**src/rtl/trap_router_pkg.sv**
```systemverilog
`timescale 1ns/1ps
package trap_router_pkg;
  localparam int LVL_W   = 2;
  localparam int CLS_W   = 6;
  localparam int IMM_W   = 4;
  localparam int CP_W    = 4;
  localparam int CRN_W   = 4;
  localparam int CRM_W   = 4;
  localparam int OPC_W   = 3;
  localparam int SCFG_W  = 8;
  localparam int MON_DIS_BIT = 7;
  localparam int NUM_REG = 1 << CRN_W;
  localparam int SYN_W   = 1 + CRM_W + CRN_W + 2 * OPC_W + 1;

  localparam logic [CLS_W-1:0] CLS_UNDEF   = 6'h00;
  localparam logic [CLS_W-1:0] CLS_CPTRAP  = 6'h04;
  localparam logic [CLS_W-1:0] CLS_MONCALL = 6'h13;
  localparam logic [CP_W-1:0]  CP_SYSCTL   = 4'hF;

  typedef enum logic {REQ_CALL = 1'b0, REQ_COPROC = 1'b1} reqKind_e;

  typedef struct packed {
    logic             undef;
    logic             cpTrap;
    logic             monCall;
    logic             runLocal;
    logic [LVL_W-1:0] target;
  } ctrlStrobe_t;
endpackage

```
**src/rtl/trap_router_ctrl.sv**
```systemverilog
`timescale 1ns/1ps
module trap_router_ctrl
  import trap_router_pkg::*;
(
  input  logic               reqValid,
  input  logic               reqKind,
  input  logic [LVL_W-1:0]   curLevel,
  input  logic [CP_W-1:0]    cpCoproc,
  input  logic [CRN_W-1:0]   cpCrn,
  input  logic               monDisable,
  input  logic               hypTrapCall,
  input  logic               level2Enabled,
  input  logic [NUM_REG-1:0] hypRegTrap,
  output ctrlStrobe_t        strobe
);
  logic [NUM_REG-1:0] regHit;
  logic               regTrapHit;
  logic [LVL_W-1:0]   undefTarget;
  logic               atUser;
  logic               atKernel;

  // one comparator per trappable register number
  for (genvar g = 0; g < NUM_REG; g++) begin : g_regHit
    assign regHit[g] = (cpCrn == CRN_W'(g)) && hypRegTrap[g];
  end

  assign regTrapHit  = |regHit;
  assign atUser      = (curLevel == LVL_W'(0));
  assign atKernel    = (curLevel == LVL_W'(1));
  assign undefTarget = atUser ? LVL_W'(1) : curLevel;

  always_comb begin
    strobe = '0;
    if (reqValid) begin
      if (reqKind == REQ_CALL) begin
        if (atUser || monDisable) begin
          strobe.undef  = 1'b1;
          strobe.target = undefTarget;
        end else if (atKernel && hypTrapCall) begin
          strobe.monCall = 1'b1;
          strobe.target  = LVL_W'(2);
        end else begin
          strobe.monCall = 1'b1;
          strobe.target  = LVL_W'(3);
        end
      end else begin
        if ((cpCoproc != CP_SYSCTL) || atUser) begin
          strobe.undef  = 1'b1;
          strobe.target = undefTarget;
        end else if (atKernel && level2Enabled && regTrapHit) begin
          strobe.cpTrap = 1'b1;
          strobe.target = LVL_W'(2);
        end else begin
          strobe.runLocal = 1'b1;
        end
      end
    end
  end
endmodule

```
**src/rtl/trap_router_dp.sv**
```systemverilog
`timescale 1ns/1ps
module trap_router_dp
  import trap_router_pkg::*;
(
  input  logic               clk,
  input  logic               rst_n,
  input  ctrlStrobe_t        strobe,
  input  logic [IMM_W-1:0]   callImm,
  input  logic [OPC_W-1:0]   cpOpc1,
  input  logic [CRN_W-1:0]   cpCrn,
  input  logic [CRM_W-1:0]   cpCrm,
  input  logic [OPC_W-1:0]   cpOpc2,
  input  logic               cpIsRead,
  output logic               excValid,
  output logic [LVL_W-1:0]   excTarget,
  output logic [CLS_W-1:0]   excClass,
  output logic [SYN_W-1:0]   excSyndrome,
  output logic               localDone
);
  logic [SYN_W-1:0] nextSyn;
  logic [CLS_W-1:0] nextCls;
  logic             nextFire;

  assign nextFire = strobe.undef | strobe.cpTrap | strobe.monCall;

  always_comb begin
    nextSyn = '0;
    nextCls = CLS_UNDEF;
    if (strobe.monCall) begin
      nextCls = CLS_MONCALL;
      nextSyn = SYN_W'(callImm);
    end else if (strobe.cpTrap) begin
      nextCls = CLS_CPTRAP;
      nextSyn = {1'b0, cpOpc2, cpOpc1, cpCrn, cpCrm, cpIsRead};
    end
  end

  always_ff @(posedge clk or negedge rst_n) begin
    if (!rst_n) begin
      excValid    <= 1'b0;
      excTarget   <= '0;
      excClass    <= '0;
      excSyndrome <= '0;
      localDone   <= 1'b0;
    end else begin
      excValid    <= nextFire;
      excTarget   <= nextFire ? strobe.target : '0;
      excClass    <= nextFire ? nextCls : '0;
      excSyndrome <= nextFire ? nextSyn : '0;
      localDone   <= strobe.runLocal;
    end
  end
endmodule

```
**src/rtl/trap_router.sv**
```systemverilog
`timescale 1ns/1ps
module trap_router
  import trap_router_pkg::*;
(
  input  logic               clk,
  input  logic               rst_n,
  input  logic               reqValid,
  input  logic               reqKind,
  input  logic [LVL_W-1:0]   curLevel,
  input  logic [IMM_W-1:0]   callImm,
  input  logic [CP_W-1:0]    cpCoproc,
  input  logic [OPC_W-1:0]   cpOpc1,
  input  logic [CRN_W-1:0]   cpCrn,
  input  logic [CRM_W-1:0]   cpCrm,
  input  logic [OPC_W-1:0]   cpOpc2,
  input  logic               cpIsRead,
  input  logic [SCFG_W-1:0]  secCfg,
  input  logic               hypTrapCall,
  input  logic               level2Enabled,
  input  logic [NUM_REG-1:0] hypRegTrap,
  output logic               excValid,
  output logic [LVL_W-1:0]   excTarget,
  output logic [CLS_W-1:0]   excClass,
  output logic [SYN_W-1:0]   excSyndrome,
  output logic               localDone
);
  ctrlStrobe_t strobe;

  trap_router_ctrl u_ctrl (
    .reqValid     (reqValid),
    .reqKind      (reqKind),
    .curLevel     (curLevel),
    .cpCoproc     (cpCoproc),
    .cpCrn        (cpCrn),
    .monDisable   (secCfg[MON_DIS_BIT]),
    .hypTrapCall  (hypTrapCall),
    .level2Enabled(level2Enabled),
    .hypRegTrap   (hypRegTrap),
    .strobe       (strobe)
  );

  trap_router_dp u_dp (
    .clk        (clk),
    .rst_n      (rst_n),
    .strobe     (strobe),
    .callImm    (callImm),
    .cpOpc1     (cpOpc1),
    .cpCrn      (cpCrn),
    .cpCrm      (cpCrm),
    .cpOpc2     (cpOpc2),
    .cpIsRead   (cpIsRead),
    .excValid   (excValid),
    .excTarget  (excTarget),
    .excClass   (excClass),
    .excSyndrome(excSyndrome),
    .localDone  (localDone)
  );
endmodule

```
**config.mk**
```make
export PLATFORM = sky130hd
export DESIGN_NAME = trap_router
export DESIGN_NICKNAME = d
export VERILOG_FILES = /design/src/rtl/trap_router_pkg.sv /design/src/rtl/trap_router_ctrl.sv /design/src/rtl/trap_router_dp.sv /design/src/rtl/trap_router.sv
export SDC_FILE = /design/constraint.sdc
export NUM_CORES = 1
export LEC_CHECK = 0
export ABC_AREA = 1
export CAP_MARGIN = 20
export CORE_ASPECT_RATIO = 0.9
export CORE_MARGIN = 1.5
export CORE_UTILIZATION = 34
export CTS_CLUSTER_SIZE = 25
export DETAILED_ROUTE_END_ITERATION = 8
export PLACE_DENSITY = 0.79
export SLEW_MARGIN = 0
export SYNTH_ARGS = -nofsm -noshare
export SYNTH_HDL_FRONTEND = slang
export SYNTH_SLANG_ARGS = --single-unit
```
**constraint.sdc**
```tcl
create_clock -name clk -period 0.8 [get_ports clk]
set_input_delay 0.08 -clock clk [delete_from_list [all_inputs] [get_ports clk]]
set_output_delay 0.08 -clock clk [all_outputs]
set_load 0.05 [all_outputs]
```
* Yosys cells after proc, flatten, opt, wreduce, memory -nomap -nowiden
Index checks and enable logic that the tools add are counted.
** Operators by class
- Eq/ne operators :: 17
- Mux-type cells :: 25
- Bitwise logic cells :: 2
- Reduce and logical (&&, ||, !) cells :: 24
** Operator list (count)
- 4-bit == test (second input constant) :: 8
- 15-bit 2-to-1 mux :: 2
- 1-bit logical AND :: 19
- 6-bit 2-to-1 mux :: 3
- 4-bit by 3-bit == test with 1-bit output (second input constant) :: 4
- 16-bit 2-to-1 mux :: 1
- 16-bit OR reduction :: 1
- 1-bit 2-to-1 mux :: 12
- 2-bit 2-to-1 mux :: 6
- 4-bit by 2-bit == test with 1-bit output (second input constant) :: 2
- 4-bit by 1-bit == test with 1-bit output (second input constant) :: 1
- 4-bit zero test :: 1
- 4-bit != test (second input constant) :: 1
- 3-bit 2-to-1 mux :: 1
- 2-bit by 1-bit == test with 1-bit output (second input constant) :: 1
- 2-bit zero test :: 1
- 1-bit logical OR :: 2
- 1-bit bitwise OR :: 2
** Word-level totals
- Flip-flop bits (word level) :: 26
- Input bits :: 55
- Word-level logic and storage cells :: 73

* Depth between registers and ports, before layout
- Depth after elaboration :: 11
- Gate-level depth with buffers :: 14

* Modules after synthesis
A second synthesis with hierarchy kept.
** Unflattened totals
- Cells, all modules :: 147
- Area, all modules :: 1156.1 um2
** Modules (own cells, without submodules)
- trap_router_dp :: times used 1, cells each 74, area each 778.2 um2, seq. area each 525.5 um2
- trap_router_ctrl :: times used 1, cells each 73, area each 377.9 um2, seq. area each 0.0 um2

* Worst setup path after synthesis
OpenSTA, ideal clock, no wires.
- Kind :: input to register
- Start point :: input cpCrn[0]
- End point :: register u_dp.excSyndrome[10]
- Setup time :: 0.116 ns
- Arrival time :: 1.048 ns
- Setup slack :: -0.365 ns
- Stages on the path :: 13
- Path through :: buf_6 inv_6 nand3_1 nand2_1 nor2_1 nor2_1 nor2_1 nand2_2 nand2_4 nor2_8 inv_2 buf_6 nor2_2
** Between the ends
- Longest elaborated chain between the ends :: 11
** RTL lines
- start: declaration :: line trap_router.sv:13 : input logic [CRN_W-1:0] cpCrn,
- 4-bit by 1-bit == test with 1-bit output (tied with other cells) :: line trap_router_ctrl.sv:24 : assign regHit[g] = (cpCrn == CRN_W'(g)) && hypRegTrap[g];
- 1-bit logical AND :: line trap_router_ctrl.sv:24
- 16-bit OR reduction (*) :: line trap_router_ctrl.sv:27 : assign regTrapHit = |regHit;
- 1-bit logical AND (*) :: line trap_router_ctrl.sv:50 : end else if (atKernel && level2Enabled && regTrapHit) begin
- 1-bit 2-to-1 mux (*) :: line trap_router_ctrl.sv:50
- 1-bit 2-to-1 mux (*) :: line trap_router_ctrl.sv:47 : if ((cpCoproc != CP_SYSCTL) || atUser) begin
- 1-bit 2-to-1 mux (*) :: line trap_router_ctrl.sv:35 : if (reqKind == REQ_CALL) begin
- 6-bit 2-to-1 mux (*) :: line trap_router_ctrl.sv:34 : if (reqValid) begin
- 15-bit 2-to-1 mux or 1-bit bitwise OR (tied branches) :: line trap_router_dp.sv:32, trap_router_dp.sv:24
- 15-bit 2-to-1 mux or 1-bit bitwise OR (tied branches) :: line trap_router_dp.sv:29, trap_router_dp.sv:24
- 16-bit 2-to-1 mux (*) :: line trap_router_dp.sv:49 : excSyndrome <= nextFire ? nextSyn : '0;
- end signal: assignment :: line trap_router_dp.sv:49
- end: declaration :: line trap_router_dp.sv:17 : output logic [SYN_W-1:0] excSyndrome,
Mark *: on every way between the ends. The rest lies on a longest branch, timed or not.

* Worst setup path in the final report
- Start point :: input cpCrn[1]
- End point :: register u_dp.excSyndrome[10]
Same word-level chain as after synthesis.

==> flow_metrics.py <==
metrics = {
    "outcome": {
        "status": "complete, but fails checks",
        "failed_checks": "negative setup slack",
    },
    "sta": {
        "fmax_ghz": 0.8523,
        "setup_viol": 42,
        "layout_setup_ws_ns": -0.3732,
        "period_share_pct": 146.7,
        "finalHoldViolations": 0,
        "period_minus_slack_ns": 1.173,
        "fin_hold_ws_ns": 0.1743,
        "rsz0062_at_grt": "yes",
        "maxSlewViolCount": 0,
    },
    "min_path": {
        "hold_path.class": "in -> reg",
        "min_from": "curLevel[1]",
    },
    "final_layout": {
        "final_util_pct": 80.96,
        "final_area_mm2": 0.002521,
        "fillers": 182,
        "multiInputGateArea_um2": 563.0,
        "antenna_cells": 0,
        "area_growth_pct": 123.1,
        "nets": 295,
        "regArea_um2": 526.8,
        "layout-drive-gt1-share_pct": 43.93,
    },
    "placement": {
        "port_buffers": 70,
        "pre_cts_ws_ns": -1.000,
        "place_area_mm2": 0.002268,
        "routabilityCongestion": 0.8081,
        "hpwlAfterDp_um": 2659,
    },
    "routing": {
        "via_per_inst": 4.402,
        "drt_iter0_markers": 18,
        "drc_errors": 0,
        "firstDrtPassIters": 4,
        "wl_um": 3801,
        "ant_nets": 0,
        "vias": 1237,
        "routedWlPerCell_um": 13.53,
    },
    "critical_path": {
        "crit_path_top_delay_cell": "buf_12",
        "slowest_delay_ns": 0.14,
        "critPathLaunch": "cpCrn[1]",
        "path_cells": "buf_8 > buf_12 > nor2_4 > nand2_1 > nand2_1 > nor2_1 > nor2_1 > nor2_2 > nand2_2 > nand2_4 > nor2_8 > inv_4 > buf_12 > nor2_4",
        "cp-start-kind": "primary input",
        "required_ns": 0.98,
        "worstSetupPathType": "in -> reg",
        "cp-end-kind": "flop",
        "crit_fanout": 6,
        "cp.arrival_ns": 1.36,
    },
    "clock_network": {
        "ctsRootBufferMaster": "clkbuf_8",
        "htree_levels": 1,
        "hold_buffers": 0,
        "cts_sinks": 21,
        "cts_max_path_buffers": 2,
        "cts_tree": "built",
        "cts_buffers": 3,
        "clkTransAtPathRegs_ns": 0.07,
    },
    "synthesis": {
        "synth_top_family_by_area": "simple AND/OR/NAND/NOR gates",
        "synth_compound_area_share_pct": 3.544,
        "synthAdderAreaFrac_pct": 0,
        "syn-mean-instance-area_um2": 8.013,
        "synth-xor-area-share_pct": 0,
        "yosys_warnings": 0,
        "yosys.area_share.simple_pct": 34.66,
        "ys_seq_elements": 21,
        "synth_top_cells_by_area": "dfrtp_1, nand2_1, inv_1, nand3_1, nor2_2",
        "synth_cell_types": 21,
        "muxShareOfSynthArea_pct": 0,
        "yosys.area.top_type": "dfrtp_1",
        "yosysTopAreaCellShare_pct": 46.51,
        "synth-seq-area-share_pct": 46.51,
        "netlist_area_mm2": 0.001130,
        "synth_cells": 141,
    },
    "floorplanning": {
        "placeableCoreArea_mm2": 0.003114,
        "dieArea_mm2": 0.003679,
        "num_rows": 19,
        "start_util_pct": 36.28,
        "die_x_um": 63.77,
        "pin_count": 81,
        "die_y_um": 57.69,
    },
    "grt": {
        "grt.overflow.total": 0,
        "grt_pass1_vias": 1336,
        "antenna_found_initial": 0,
        "grt.total_usage_pct": 21.88,
        "grt_max_degree": 12,
        "grt_pass1_wl_um": 6154,
    },
    "power_and_ir_drop": {
        "leakagePower_nw": 1.311,
        "powerDensity_mw_per_mm2": 1014,
        "power_mw": 2.556,
        "ir_drop_uv": 687.6,
    },
    "job": {
        "drv_cap": 0,
    },
}
## placed cells by master (no fill, tap or decap)
master and instances:
a21oi_2 1, nand3_2 1, dlymetal6s2s_1 1, a2bb2oi_2 1, buf_4 23, nor3_4 1
clkdlybuf4s50_1 19, nand3_1 14, nand2_2 6, clkbuf_1 1, buf_8 2, buf_12 27
conb_1 3, clkbuf_2 2, nor2_8 1, inv_2 2, inv_8 2, inv_4 1
nor2_4 12, dfrtp_1 20, nand2_4 3, buf_6 5, o21ai_0 1, dlygate4sd2_1 17
nand2_1 27, inv_1 19, nor2_2 6, clkbuf_8 3, o22ai_2 1, buf_16 2
a21oi_1 3, nor2_1 9, dfrtp_2 1, buf_2 2
## area by class of cell
class	instances	share of cell area, %
tap	42	2.084
multi-input combinational	90	22.33
inverter	24	4.268
timing repair buffer	100	48.64
clock buffer	4	1.787
sequential	21	20.89
## worst max-delay path, delay by kind of cell
family	cells	cell delay [ns]
and+or+nand+nor	10	0.83
buffers and inverters	4	0.44
## cell usage after synthesis
cell type / instances
inv_2: 2
a2bb2oi_1: 1
dfrtp_1: 21
o22ai_1: 1
nor2_8: 1
a21oi_1: 4
buf_6: 3
nor2_4: 2
nor2_2: 11
nor2_1: 14
conb_1: 1
nand2_1: 33
nand3_1: 15
o21ai_0: 1
nor3_1: 1
inv_6: 1
nand2_4: 1
buf_4: 5
nand2_2: 2
inv_4: 1
inv_1: 20
## per-layer routing
metal | share of wire (%) | global-route usage, %
met5 | 0 | 0
met4 | 2.0 | 8.075
met3 | 8.6 | 6.214
met2 | 52 | 41.20
met1 | 37 | 23.46
## kinds of logic (layout without fill, tap and decap cells)
kind of cell,after synthesis,after routing
compound gates,7,7
buf+inv,32,128
flops,21,21
other cells,1,3
simple gates,80,80
## path summary, 6_finish.rpt
| kind | end | slack [ns] | cells past startpoint |
|---|---|---|---|
| min in group asynchronous | u_dp.excSyndrome[1] | 0.20 | 2 |
| max in group asynchronous | u_dp.excClass[1] | 0.44 | 2 |
| min | u_dp.excTarget[1] | 0.17 | 3 |
| max | u_dp.excSyndrome[10] | -0.37 | 14 |
## per-stage QoR
stage          TNS, ns  std cells
3_3_place_gp    -17.51        267
2_1_floorplan   -5.061        143
5_1_grt         -10.47        281
6_report        -8.369        281
3_5_place_dp    -19.03        267
4_1_cts         -8.153        279
## registers in the layout, summed over array words and instances, names as in the netlist
register          cells
u_dp.excValid         1
u_dp.localDone        1
u_dp.excSyndrome     15
u_dp.excTarget        2
u_dp.excClass         2
## where the power goes
part | leakage, nW | switching, mW | internal, mW
Combinational | 1.00 | 0.372 | 0.428
Clock | 0.0228 | 0.305 | 0.353
Sequential | 0.286 | 0.0184 | 1.08
## repair_timing
| item | in CTS | in global routing |
|---|---|---|
| gates cloned | 2 | 0 |
| endpoints found under the setup margin | 44 | 44 |
| setup buffers | 6 | 2 |
| endpoints found under the hold margin | 0 | 0 |
| pin swaps | 40 | 19 |
| resized for setup | 76 | 20 |
(Power assumes the default switching activity.)
